--- src/rtl/hpb_pkg.sv ---
`timescale 1ns/1ps
package hpb_pkg;
  localparam int TS_W    = 12;
  localparam int CNT_W   = 6;
  localparam int META_W  = 9;
  localparam int SMP_W   = 10;
  localparam int TYPE_W  = 2;
  localparam int CHAN_W  = 5;
  localparam int MAX_SMP = (1 << CNT_W) - 1;

  typedef enum logic [2:0] {
    ST_IDLE, ST_HDRA, ST_HDRB, ST_PAY, ST_CLOSE
  } hpb_state_e;

  // header word A: class, channel, timestamp top bits
  function automatic logic [META_W-1:0] mk_hdr_a(logic [TYPE_W-1:0] ty,
                                                 logic [CHAN_W-1:0] ch,
                                                 logic [TS_W-1:0] ts);
    return {ty, ch, ts[TS_W-1:TS_W-2]};
  endfunction

  // header word B: timestamp middle bits
  function automatic logic [META_W-1:0] mk_hdr_b(logic [TS_W-1:0] ts);
    return ts[TS_W-3:1];
  endfunction

  // closing word: timestamp lsb, truncation flag, spare, count
  function automatic logic [META_W-1:0] mk_close(logic [TS_W-1:0] ts, logic trunc,
                                                 logic [CNT_W-1:0] cnt);
    return {ts[0], trunc, 1'b0, cnt};
  endfunction

  function automatic logic is_last_slot(logic [CNT_W-1:0] cnt);
    return cnt == CNT_W'(MAX_SMP - 1);
  endfunction
endpackage

--- src/rtl/hpb_ts_counter.sv ---
`timescale 1ns/1ps
module hpb_ts_counter #(
  parameter int W = 12
) (
  input  logic         clk,
  input  logic         rst_n,
  output logic [W-1:0] ts
);
  always_ff @(posedge clk) begin
    if (!rst_n) ts <= '0;
    else        ts <= ts + 1'b1;
  end

  AST_TS_STEP: assert property (@(posedge clk) disable iff (!rst_n)
    1'b1 |=> ts == W'($past(ts) + 1'b1));
endmodule

--- src/rtl/hpb_sample_fifo.sv ---
`timescale 1ns/1ps
module hpb_sample_fifo #(
  parameter int W     = 10,
  parameter int DEPTH = 8,   // power of two
  localparam int AW   = $clog2(DEPTH),
  localparam int LW   = AW + 1
) (
  input  logic          clk,
  input  logic          rst_n,
  input  logic          flush,
  input  logic          push,
  input  logic [W-1:0]  wr_data,
  input  logic          pop,
  output logic [W-1:0]  rd_data,
  output logic          empty,
  output logic          full,
  output logic [LW-1:0] level
);
  logic [W-1:0]  mem [DEPTH];
  logic [LW-1:0] wptr, rptr;

  assign level   = wptr - rptr;
  assign empty   = (level == '0);
  assign full    = (level == LW'(DEPTH));
  assign rd_data = mem[rptr[AW-1:0]];

  always_ff @(posedge clk) begin
    if (!rst_n || flush) begin
      wptr <= '0;
      rptr <= '0;
    end else begin
      if (push && !full) wptr <= wptr + 1'b1;
      if (pop && !empty) rptr <= rptr + 1'b1;
    end
  end

  always_ff @(posedge clk) begin
    if (push && !full && !flush) mem[wptr[AW-1:0]] <= wr_data;
  end

  AST_NO_OVERFLOW: assert property (@(posedge clk) disable iff (!rst_n)
    push |-> !full);
  AST_NO_UNDERFLOW: assert property (@(posedge clk) disable iff (!rst_n)
    pop |-> !empty);
endmodule

--- src/rtl/hpb_data_selector.sv ---
`timescale 1ns/1ps
module hpb_data_selector #(
  parameter int META_W = 9,
  parameter int SMP_W  = 10
) (
  input  logic              sel,
  input  logic [META_W-1:0] meta,
  input  logic [SMP_W-1:0]  smp,
  output logic [SMP_W-1:0]  word
);
  assign word = sel ? smp : SMP_W'(meta);
endmodule

--- src/rtl/hit_packet_builder.sv ---
`timescale 1ns/1ps
module hit_packet_builder
  import hpb_pkg::*;
#(
  parameter int FIFO_DEPTH = 8,
  parameter int DROP_W     = 8,
  localparam int LVL_W     = $clog2(FIFO_DEPTH) + 1
) (
  input  logic              clk,
  input  logic              rst_n,
  input  logic              hit_start,
  input  logic [TYPE_W-1:0] hit_type,
  input  logic [CHAN_W-1:0] chan_id,
  input  logic              smp_valid,
  input  logic [SMP_W-1:0]  smp_data,
  input  logic              hit_done,
  input  logic              out_afull,
  input  logic              sof_afull,
  output logic              out_we,
  output logic              out_sel,
  output logic [SMP_W-1:0]  out_word,
  output logic              sof_we,
  output logic [TS_W-1:0]   sof_ts,
  output logic [DROP_W-1:0] drop_count,
  output logic [TS_W-1:0]   ts_now
);
  hpb_state_e          state;
  logic                capture, trunc;
  logic [CNT_W-1:0]    cnt;
  logic [TYPE_W-1:0]   ty_lat;
  logic [CHAN_W-1:0]   ch_lat;
  logic [TS_W-1:0]     ts_lat;
  logic [META_W-1:0]   meta_word;
  logic [SMP_W-1:0]    head_smp;
  logic                buf_empty, buf_full;
  logic [LVL_W-1:0]    buf_level;

  // named internal events
  logic start_ok, start_drop, pay_write, close_write, hdr_write, more_pending;
  assign start_ok     = (state == ST_IDLE) && hit_start && !out_afull && !sof_afull;
  assign start_drop   = hit_start && !start_ok;
  assign pay_write    = (state == ST_PAY) && !out_afull && !buf_empty;
  assign close_write  = (state == ST_CLOSE);
  assign hdr_write    = (state == ST_HDRA) || (state == ST_HDRB);
  assign more_pending = capture || (buf_level > LVL_W'(1));

  hpb_ts_counter #(.W(TS_W)) u_ts (
    .clk(clk), .rst_n(rst_n), .ts(ts_now)
  );

  hpb_sample_fifo #(.W(SMP_W), .DEPTH(FIFO_DEPTH)) u_buf (
    .clk(clk), .rst_n(rst_n), .flush(close_write),
    .push(capture && smp_valid), .wr_data(smp_data),
    .pop(pay_write), .rd_data(head_smp),
    .empty(buf_empty), .full(buf_full), .level(buf_level)
  );

  always_comb begin
    case (state)
      ST_HDRA: meta_word = mk_hdr_a(ty_lat, ch_lat, ts_lat);
      ST_HDRB: meta_word = mk_hdr_b(ts_lat);
      default: meta_word = mk_close(ts_lat, trunc, cnt);
    endcase
  end

  hpb_data_selector #(.META_W(META_W), .SMP_W(SMP_W)) u_sel (
    .sel(pay_write), .meta(meta_word), .smp(head_smp), .word(out_word)
  );

  assign out_we  = hdr_write || pay_write || close_write;
  assign out_sel = pay_write;
  assign sof_we  = (state == ST_HDRA);
  assign sof_ts  = ts_lat;

  always_ff @(posedge clk) begin
    if (!rst_n) begin
      state      <= ST_IDLE;
      capture    <= 1'b0;
      trunc      <= 1'b0;
      cnt        <= '0;
      ty_lat     <= '0;
      ch_lat     <= '0;
      ts_lat     <= '0;
      drop_count <= '0;
    end else begin
      if (start_drop) drop_count <= drop_count + 1'b1;
      if (hit_done || close_write) capture <= 1'b0;
      case (state)
        ST_IDLE: if (start_ok) begin
          ty_lat  <= hit_type;
          ch_lat  <= chan_id;
          ts_lat  <= ts_now;
          capture <= 1'b1;
          cnt     <= '0;
          trunc   <= 1'b0;
          state   <= ST_HDRA;
        end
        ST_HDRA: state <= ST_HDRB;
        ST_HDRB: state <= ST_PAY;
        ST_PAY: begin
          if (!capture && buf_empty) begin
            state <= ST_CLOSE;
          end else if (out_afull) begin
            trunc   <= 1'b1;
            capture <= 1'b0;
            state   <= ST_CLOSE;
          end else if (!buf_empty) begin
            cnt <= cnt + 1'b1;
            if (is_last_slot(cnt)) begin
              trunc   <= more_pending;
              capture <= 1'b0;
              state   <= ST_CLOSE;
            end
          end
        end
        ST_CLOSE: state <= ST_IDLE;
        default:  state <= ST_IDLE;
      endcase
    end
  end

  AST_NO_SAMPLE_AFULL: assert property (@(posedge clk) disable iff (!rst_n)
    (out_we && out_sel) |-> !out_afull);
  AST_META_MSB_ZERO: assert property (@(posedge clk) disable iff (!rst_n)
    (out_we && !out_sel) |-> (out_word[SMP_W-1] == 1'b0));
  AST_DROP_STEP: assert property (@(posedge clk) disable iff (!rst_n)
    start_drop |=> drop_count == DROP_W'($past(drop_count) + 1'b1));
  AST_SOF_SINGLE: assert property (@(posedge clk) disable iff (!rst_n)
    sof_we |=> !sof_we);
  AST_CLOSE_THEN_QUIET: assert property (@(posedge clk) disable iff (!rst_n)
    close_write |=> !out_we);
  AST_COUNT_LIMIT: assert property (@(posedge clk) disable iff (!rst_n)
    pay_write |-> (cnt != CNT_W'(MAX_SMP)));
endmodule

--- config.mk ---
export PLATFORM = sky130hd
export DESIGN_NAME = hit_packet_builder
export DESIGN_NICKNAME = d
export VERILOG_FILES = /design/src/rtl/hpb_pkg.sv /design/src/rtl/hpb_ts_counter.sv /design/src/rtl/hpb_sample_fifo.sv /design/src/rtl/hpb_data_selector.sv /design/src/rtl/hit_packet_builder.sv
export SDC_FILE = /design/constraint.sdc
export NUM_CORES = 1
export LEC_CHECK = 0
export ABC_AREA = 1
export ABC_CLOCK_PERIOD_IN_PS = 3600
export BUFFER_PORTS_ARGS = -buffer_cell sky130_fd_sc_hd__buf_2
export CORE_UTILIZATION = 42
export DETAILED_ROUTE_END_ITERATION = 8
export GPL_TIMING_DRIVEN = 0
export PLACE_DENSITY_LB_ADDON = 0.08
export RECOVER_POWER = 100
export SLEW_MARGIN = 10
export SYNTH_ARGS = -nofsm -noshare
export SYNTH_HDL_FRONTEND = slang
export SYNTH_HIERARCHICAL = 1
export SYNTH_SLANG_ARGS = --single-unit
--- constraint.sdc ---
create_clock -name clk -period 3.6 [get_ports clk]
set_input_delay 0.18 -clock clk [delete_from_list [all_inputs] [get_ports clk]]
set_output_delay 0.18 -clock clk [all_outputs]
set_load 0.01 [all_outputs]
Word-level counts from Yosys, hierarchy flattened
Memories as Yosys holds them, arrays and structs flattened. A register that Yosys moved wholly into a read port is not among the register bits.
Cells that the tools add are included.
{"block": "totals", "register_bits": 58, "ram_bits": 80, "in_bits": 24, "n_memories": 1}
{"block": "classes", "addsub": 6, "n_lt_le_gt_ge": 1, "eq_ne": 14, "muxes": 30, "n_reduce_logical": 32}
{"memory": "u_buf.mem", "words": 8, "word_bits": 10, "rd": 1, "rd_clocked_by_memory_dff": 1, "wr": 1, "line": "hpb_sample_fifo.sv:19", "rtl": "logic [W-1:0] mem [DEPTH];"}
{"cell": "two-way mux 6 bit", "n": 4}
{"cell": "two-way mux 3 bit", "n": 7}
{"cell": "one-hot mux 9 bit (2 select lines)", "n": 1}
{"cell": "two-way mux 1 bit", "n": 13}
{"cell": "adder 12 x 1 -> 12 bit, second input constant", "n": 1}
{"cell": "one-hot mux 3 bit (4 select lines)", "n": 1}
{"cell": "one-hot mux 6 bit (2 select lines)", "n": 1}
{"cell": "logical AND 1 bit", "n": 11}
{"cell": "two-way mux 10 bit", "n": 1}
{"cell": "AND reduction 5 bit", "n": 2}
{"cell": "adder 4 x 1 -> 4 bit, second input constant", "n": 2}
{"cell": "adder 8 x 1 -> 8 bit, second input constant", "n": 1}
{"cell": "logical NOT 1 bit", "n": 8}
{"cell": "inequality test 2 bit, second input constant", "n": 4}
{"cell": "adder 6 x 1 -> 6 bit, second input constant", "n": 1}
{"cell": "== test 3 x 2 -> 1 bit, second input constant", "n": 2}
{"cell": "== test 6 bit, second input constant", "n": 1}
{"cell": "logical OR 1 bit", "n": 6}
{"cell": "== test 4 bit, second input constant", "n": 1}
{"cell": "greater-than comparator 4 x 1 -> 1 bit, second input constant", "n": 1}
{"cell": "logical NOT 4 bit", "n": 1}
{"cell": "inequality test 4 x 2 -> 1 bit, second input constant", "n": 1}
{"cell": "inequality test 4 x 3 -> 1 bit, second input constant", "n": 1}
{"cell": "one-hot mux 1 bit (2 select lines)", "n": 2}
{"cell": "other kinds (9)", "n": 9}

Logic depth before layout (Yosys ltp)
Gate-level depths: netlist of the first run.
{"block": "logic_depth", "depth_word": 8, "mapped_depth": 19, "mapped_depth_nobuf": 19}

Cells and area by module
The synthesis of the first run kept the hierarchy.
{"mod": "hpb_sample_fifo", "instances": 1, "cells_each": 351, "area_per_inst_um2": 3821.2}
{"mod": "hit_packet_builder", "instances": 1, "cells_each": 298, "area_per_inst_um2": 1958.1}
{"mod": "hpb_ts_counter", "instances": 1, "cells_each": 72, "area_per_inst_um2": 535.5}
{"mod": "hpb_data_selector", "instances": 1, "cells_each": 31, "area_per_inst_um2": 123.9}

Worst setup path after synthesis of the first run
OpenSTA, ideal clock, no wires.
{"block": "synth_path", "path_kind": "register to output", "start": "reg u_buf.wptr[0]", "end": "out out_word[8]", "t_arrival_ps": 2284, "required_ps": 3420, "slack_ps": 1136, "stages_incl_launch_ff": 15, "path_buffers": 1, "cell_sequence": "dfxtp_1 -> inv_1 -> ha_1 -> inv_1 -> fa_1 -> or2_0 -> nor2_2 -> nand3_2 -> inv_1 -> inv_1 -> nand2_1 -> inv_1 -> buf_6 -> nand2_1 -> nand2_1"}
{"block": "synth_via", "elab_chain_cells": 5}
{"element": "start: declaration", "line": "hpb_sample_fifo.sv:20", "rtl": "logic [LW-1:0] wptr, rptr;"}
{"element": "start signal: assignment", "line": "hpb_sample_fifo.sv:32", "rtl": "if (push && !full) wptr <= wptr + 1'b1;"}
{"element": "subtractor 4 bit", "line": "hpb_sample_fifo.sv:22", "rtl": "assign level = wptr - rptr;"}
{"element": "net buf_level[1]", "line": "hit_packet_builder.sv:36", "rtl": "logic [LVL_W-1:0] buf_level;"}
{"element": "logical NOT 4 bit", "line": "hpb_sample_fifo.sv:23", "rtl": "assign empty = (level == '0);"}
{"element": "net buf_empty", "line": "hit_packet_builder.sv:35", "rtl": "logic buf_empty, buf_full;"}
{"element": "logical NOT 1 bit", "line": "hit_packet_builder.sv:42", "rtl": "assign pay_write = (state == ST_PAY) && !out_afull && !buf_empty;"}
{"element": "logical AND 1 bit", "line": "hit_packet_builder.sv:42"}
{"element": "net out_sel", "line": "hit_packet_builder.sv:20", "rtl": "output logic out_sel,"}
{"element": "two-way mux 10 bit", "line": "hpb_data_selector.sv:11", "rtl": "assign word = sel ? smp : SMP_W'(meta);"}
{"element": "end: declaration", "line": "hit_packet_builder.sv:21", "rtl": "output logic [SMP_W-1:0] out_word,"}
The timed path passes the listed nets, and every way through them passes these cells.

Worst setup path in the final report of the first run
{"block": "layout_path", "start": "reg u_buf.wptr[0]", "end": "mem u_buf.mem[4][0] (enable)"}
{"block": "layout_via", "elab_chain_cells": 7}
{"element": "subtractor 4 bit", "line": "hpb_sample_fifo.sv:22"}
{"element": "net buf_level[2]", "line": "hit_packet_builder.sv:36"}
{"element": "== test 4 bit", "line": "hpb_sample_fifo.sv:24", "rtl": "assign full = (level == LW'(DEPTH));"}
{"element": "logical NOT 1 bit", "line": "hpb_sample_fifo.sv:38", "rtl": "if (push && !full && !flush) mem[wptr[AW-1:0]] <= wr_data;"}
{"element": "logical AND 1 bit (2 in series)", "line": "hpb_sample_fifo.sv:38"}
{"element": "two-way mux 1 bit", "line": "hpb_sample_fifo.sv:38"}
{"element": "two-way mux 1 bit (not written as such)", "line": "hpb_sample_fifo.sv:38"}
{"element": "end: declaration", "line": "hpb_sample_fifo.sv:19"}
The timed path passes the listed nets, and every way through them passes these cells.

==> run metrics, run 1 <==
Syn. warnings 6; initial antenna violation count 0; largest net degree at the start of global routing 17; fin crit share between 90% and 100%; RD Place Congestion 0.887; Max Fclk 300 MHz; pwr dens 499 nW/um2; first-pass GRT wire length 24.6 mm; gr ovfl total 0; Core Area around 15000 um2; Slew headroom 33.9%; DP Cell Count 1003; Antenna Violating Nets Remaining 0; PnR worst setup slack 266 ps; # DRC 0; root buffer cell clkbuf_16; # IOs 69; worst path arrival time about 3400 ps; Final Instance Area 7510 um2; crit end category flop; pins over their slew limit 0; Total GRT Usage 20.3%; RSZ-0062 raised after global routing no; worst hold margin between 15 and 20 ps; max cap viols 0; min Tclk post-route 3330 ps; share of cells above drive strength 1 7.61%; drt pass-1 iters 5; Die Height 126 um; non-filler cells, final 1038; # rows 44; Initial DRC Count 350; vias ~5300; DP Area approximately 7000 um2; worst slack at placement about 650 ps; post-synthesis average cell area between 8 and 9 um2; Detailed Route WL 15.4 mm; mapped cell area 6430 um2; HP Class input port to flop; Clk Latency, worst-skew pair 420 ps; CP required around 3600 ps; ratio of routed vias to standard cells around 5; number of buffers created by CTS 17; outcome completed; Layout area overhead 16.6%; CTS tree yes; WL/cell 14.9 um; Reg clk slew, reported paths 60 ps; Fin. Hold Viols 0; Startpoint Class flop; setup TNS 0 ps; Sink Count about 140; die width 126 um; Crit Path Max Fanout 10; DP HPWL around 11 mm; final core utilization approximately 51%; Final #Nets approximately 900; worst setup path category flop to flop; setup violators final 0; antenna cells 0; area of the die approximately 16000 um2; Cells after Synth around 750; total power 3.75 mW; Tightest Pin Transition 988 ps; final clock skew 16.6 ps; Synth Net Count 785; Leak 2.91 nW; maximum vdd drop 0.331 mV; I/O Buffers 68; vias in the first global route 4895; H-Tree Depth 4; starting density of the core 43.6%; CTS Buffer Depth 2
worst paths after layout:
| check | startpoint | endpoint | slack, ps | cells past startpoint |
|---|---|---|---|---|
| hold / removal | chan_id[4] | ch_lat[4]$_SDFFE_PN0P_ | 20 | 3 |
| setup reg to reg | u_buf/wptr[0]$_SDFFE_PP0P_ | u_buf/mem[4][0]$_DFFE_PP_ | 270 | 12 |
| hold reg to reg | u_ts/ts[0]$_SDFF_PN0_ | u_ts/ts[0]$_SDFF_PN0_ | 500 | 1 |
| setup / recovery | u_buf/wptr[0]$_SDFFE_PP0P_ | u_buf/mem[4][0]$_DFFE_PP_ | 270 | 12 |
area by class of cell:
class	instances	area, um2
fill	1432	7250
clock inverter	13	144
timing repair buffer	73	318
inverter	58	221
clock buffer	17	425
multi-input combinational	527	2430
buffer	25	110
tap	184	230
sequential	141	3620
state kept, by name, summed over array words and instances (netlist names), named ones only:
| name | count |
|---|---|
| trunc | 1 |
| ch_lat | 5 |
| state | 3 |
| cnt | 6 |
| u_buf/mem | 80 |
| u_buf/rptr | 4 |
| sof_ts | 12 |
| u_ts/ts | 12 |
| ty_lat | 2 |
| drop_count | 8 |
| capture | 1 |
| u_buf/wptr | 4 |
power breakdown:
part	switching (mW)	total (mW)	internal (mW)
sequential	0.0336	1.77	1.74
clock	0.674	1.69	1.01
combinational	0.201	0.289	0.0873
total	0.909	3.75	2.84
cells in the final DEF (no fill, tap or decap), types with 21 or more instances in the layout:
cell / instances
nor2_1: 156
o21ai_0: 59
clkbuf_1: 70
dfxtp_1: 61
inv_1: 53
nand2_1: 169
edfxtp_1: 80
buf_2: 21
nand3_1: 47
a21oi_1: 37
layer usage:
layer  track usage (%)  wire, um  vias up
li1                  -         -     2676
met1              26.0      7200     2450
met5                 0         0        -
met4              6.52       159        0
met3              5.10       773        8
met2              33.8      7290      138
worst max-delay path, cell delays in order (launching register included):
cell      delay [ps]
dfxtp_1          330
inv_1            110
ha_1             160
inv_1             60
fa_1             380
nand2_1           80
inv_1             30
nor2_1           170
nor2_2            80
nand3_1          130
clkbuf_1         370
nand3_1          240
nor2_1           800
timing repair:
action | in CTS | in global routing
setup buffers | 0 | 1
hold endpoints to repair | 4 | 0
hold buffers | 4 | 0
setup endpoints to repair | 0 | 9
gates resized for setup | 0 | 3
(Power assumes the default switching activity.)
==> run 2: changes to the inputs <==
BUFFER_PORTS_ARGS = unset   (was -buffer_cell sky130_fd_sc_hd__buf_2)
DONT_BUFFER_PORTS = 1   (was unset)
PLACE_DENSITY_LB_ADDON = unset   (was 0.08)
SETUP_SLACK_MARGIN = 0.3   (was unset)
==> run metrics, run 2 (synthesis gave the netlist of run 1 again) <==
H-Tree Depth 4 (unchanged); area of the die 15800 um2 (unchanged); outcome completed (unchanged); crit end category primary output (was flop); Final Instance Area 7420 um2 (was 7510 um2); DP Cell Count 935 (was 1003); setup violators final 0 (unchanged); Crit Path Max Fanout 6 (was 10); Startpoint Class flop (unchanged); Int Pwr 2.83 mW (was 2.84 mW); pins over their slew limit 0 (unchanged); Slew headroom 22.6% (was 33.9%); CP required 3420 ps (was 3640 ps); WL/cell 16.0 um (was 14.9 um); CTS Buffer Depth 2 (unchanged); Leak 2.86 nW (was 2.91 nW); non-filler cells, final 991 (was 1038); number of buffers created by CTS 17 (unchanged); RSZ-0062 raised after global routing yes (was no); Reg clk slew, reported paths 60 ps (about the same); max reg flops 80 (unchanged); # DRC 0 (unchanged); setup TNS 0 ps (unchanged); DP Area 6670 um2 (was 7010 um2); Fin. Hold Viols 0 (unchanged); Tightest Pin Transition 1160 ps (was 988 ps); drt pass-1 iters 5 (unchanged); Core Area 14800 um2 (unchanged); Layout area overhead 15.3% (was 16.6%); HP Class input port to flop (unchanged); worst setup path category flop to primary output (was flop to flop); reg2reg path depth 13 (was 12); most common cell after layout, fill and taps aside nand2_1 (unchanged); Sink Count 141 (unchanged); final clock skew 22.4 ps (was 16.6 ps); Final #Nets 828 (was 877); vias 5166 (was 5272); maximum vdd drop 0.356 mV (was 0.331 mV); vias in the first global route 4857 (was 4895); switching share of power 23.5% (was 24.3%); ratio of routed vias to standard cells 5.21 (was 5.08); fin crit share 90.0% (was 92.6%); sequential share of power 48.1% (was 47.2%); Clock Power Share 44.8% (was 45.1%); share of cells above drive strength 1 7.06% (was 7.61%); Detailed Route WL 15.9 mm (was 15.4 mm); root buffer cell clkbuf_16 (unchanged); Hold Crit Depth 4 (was 3); antenna cells 0 (unchanged); # IOs 69 (unchanged); I/O Buffers 0 (was 68); Total GRT Usage 21.0% (was 20.3%); max cap viols 0 (unchanged); worst hold margin 76.9 ps (was 17.6 ps); power share of the combinational group 7.1% (was 7.7%); initial antenna violation count 0 (unchanged); starting density of the core 43.6% (unchanged); RD Place Congestion 0.860 (was 0.887); min Tclk post-route 3240 ps (was 3330 ps); Die Height 126 um (unchanged); Antenna Violating Nets Remaining 0 (unchanged); first-pass GRT wire length 25.3 mm (was 24.6 mm); sw power 0.868 mW (was 0.909 mW); pwr dens 498 nW/um2 (was 499 nW/um2); Clk Latency, worst-skew pair 420 ps (about the same); CTS tree yes (unchanged); total power 3.70 mW (was 3.75 mW); # rows 44 (unchanged); DP HPWL 10.9 mm (about the same); Initial DRC Count 360 (was 350); largest net degree at the start of global routing 17 (unchanged); worst path arrival time 3060 ps (was 3370 ps); most frequent cells in the layout nand2_1 (165), nor2_1 (157), edfxtp_1 (80) (was nand2_1 (169), nor2_1 (156), edfxtp_1 (80)); Max Fclk 309 MHz (was 300 MHz); die width 126 um (unchanged); gr ovfl total 0 (unchanged)
-- run 2: cell count changes in the layout (fill, tap and decap cells not counted), sizes merged --
cell | previous run | this run
dlygate4sd3 | 4 | 19
clkbuf | 88 | 38
clkinvlp | 4 | 5
buf | 23 | 11
clkinv | 8 | 9
inv | 57 | 55
-- run 2: area by class of cell --
class	instances	area (um2)
buffer	25	118
tap	184	230
timing repair inverter	1	5.00
multi-input combinational	527	2440
clock inverter	12	123
fill	1360	7330
timing repair buffer	23	224
inverter	58	224
clock buffer	20	437
sequential	141	3620
-- run 2: final timing paths --
check        slack, ps                         to                       start
max                360                out_word[1]  u_buf/wptr[0]$_SDFFE_PP0P_
min                 80      state[0]$_SDFFE_PN0P_                       rst_n
max reg2reg        420  u_buf/mem[4][0]$_DFFE_PP_  u_buf/wptr[0]$_SDFFE_PP0P_
min reg2reg        520        cnt[0]$_SDFFE_PN0P_         cnt[0]$_SDFFE_PN0P_
-- run 2: metal layers --
metal,wire length [um],part of all wire (%),up-vias,track usage (%)
li1,-,-,2585,-
met1,6840,43,2417,26.4
met3,1220,7.7,11,6.24
met4,132,0.83,0,6.38
met5,0,0,-,0
met2,7680,48,153,34.8
-- run 2: what timing repair did --
item,in CTS,in global routing
cloned,1,1
pin swaps,1,2
setup endpoints to repair,9,10
hold buffers,19,0
endpoints found under the hold margin,101,0
gates resized for setup,3,16
setup buffers,0,3
-- run 2: power by group through the flow --
| stage | clock network, mW | logic (mW) | registers, mW |
|---|---|---|---|
| CTS | 1.69 | 0.270 | 1.78 |
| finish | 1.66 | 0.263 | 1.78 |
| global placement | 0 | 0.230 | 1.81 |
| detailed placement | 0 | 0.237 | 1.81 |
| global route | 1.76 | 0.300 | 1.78 |
| floorplan | 0 | 0.187 | 1.80 |
-- run 2: stage by stage --
| stage | setup slack, ps | util [%] |
|---|---|---|
| floorplan | 1140 | - |
| global placement | 655 | 45.2 |
| detailed placement | 514 | 45.2 |
| CTS | 303 | 50.4 |
| global route | 151 | 50.3 |
| finish | 361 | 50.3 |
-- run 2: critical path, stage by stage (launching register included) --
cell,delay [ps]
dfxtp_1,370
inv_1,90
ha_1,190
inv_1,80
fa_1,420
or2_0,230
nor2_1,220
nand3_4,120
inv_1,80
inv_1,70
nand2_2,110
clkinvlp_4,240
buf_6,210
nand2_1,70
nand2_1,130
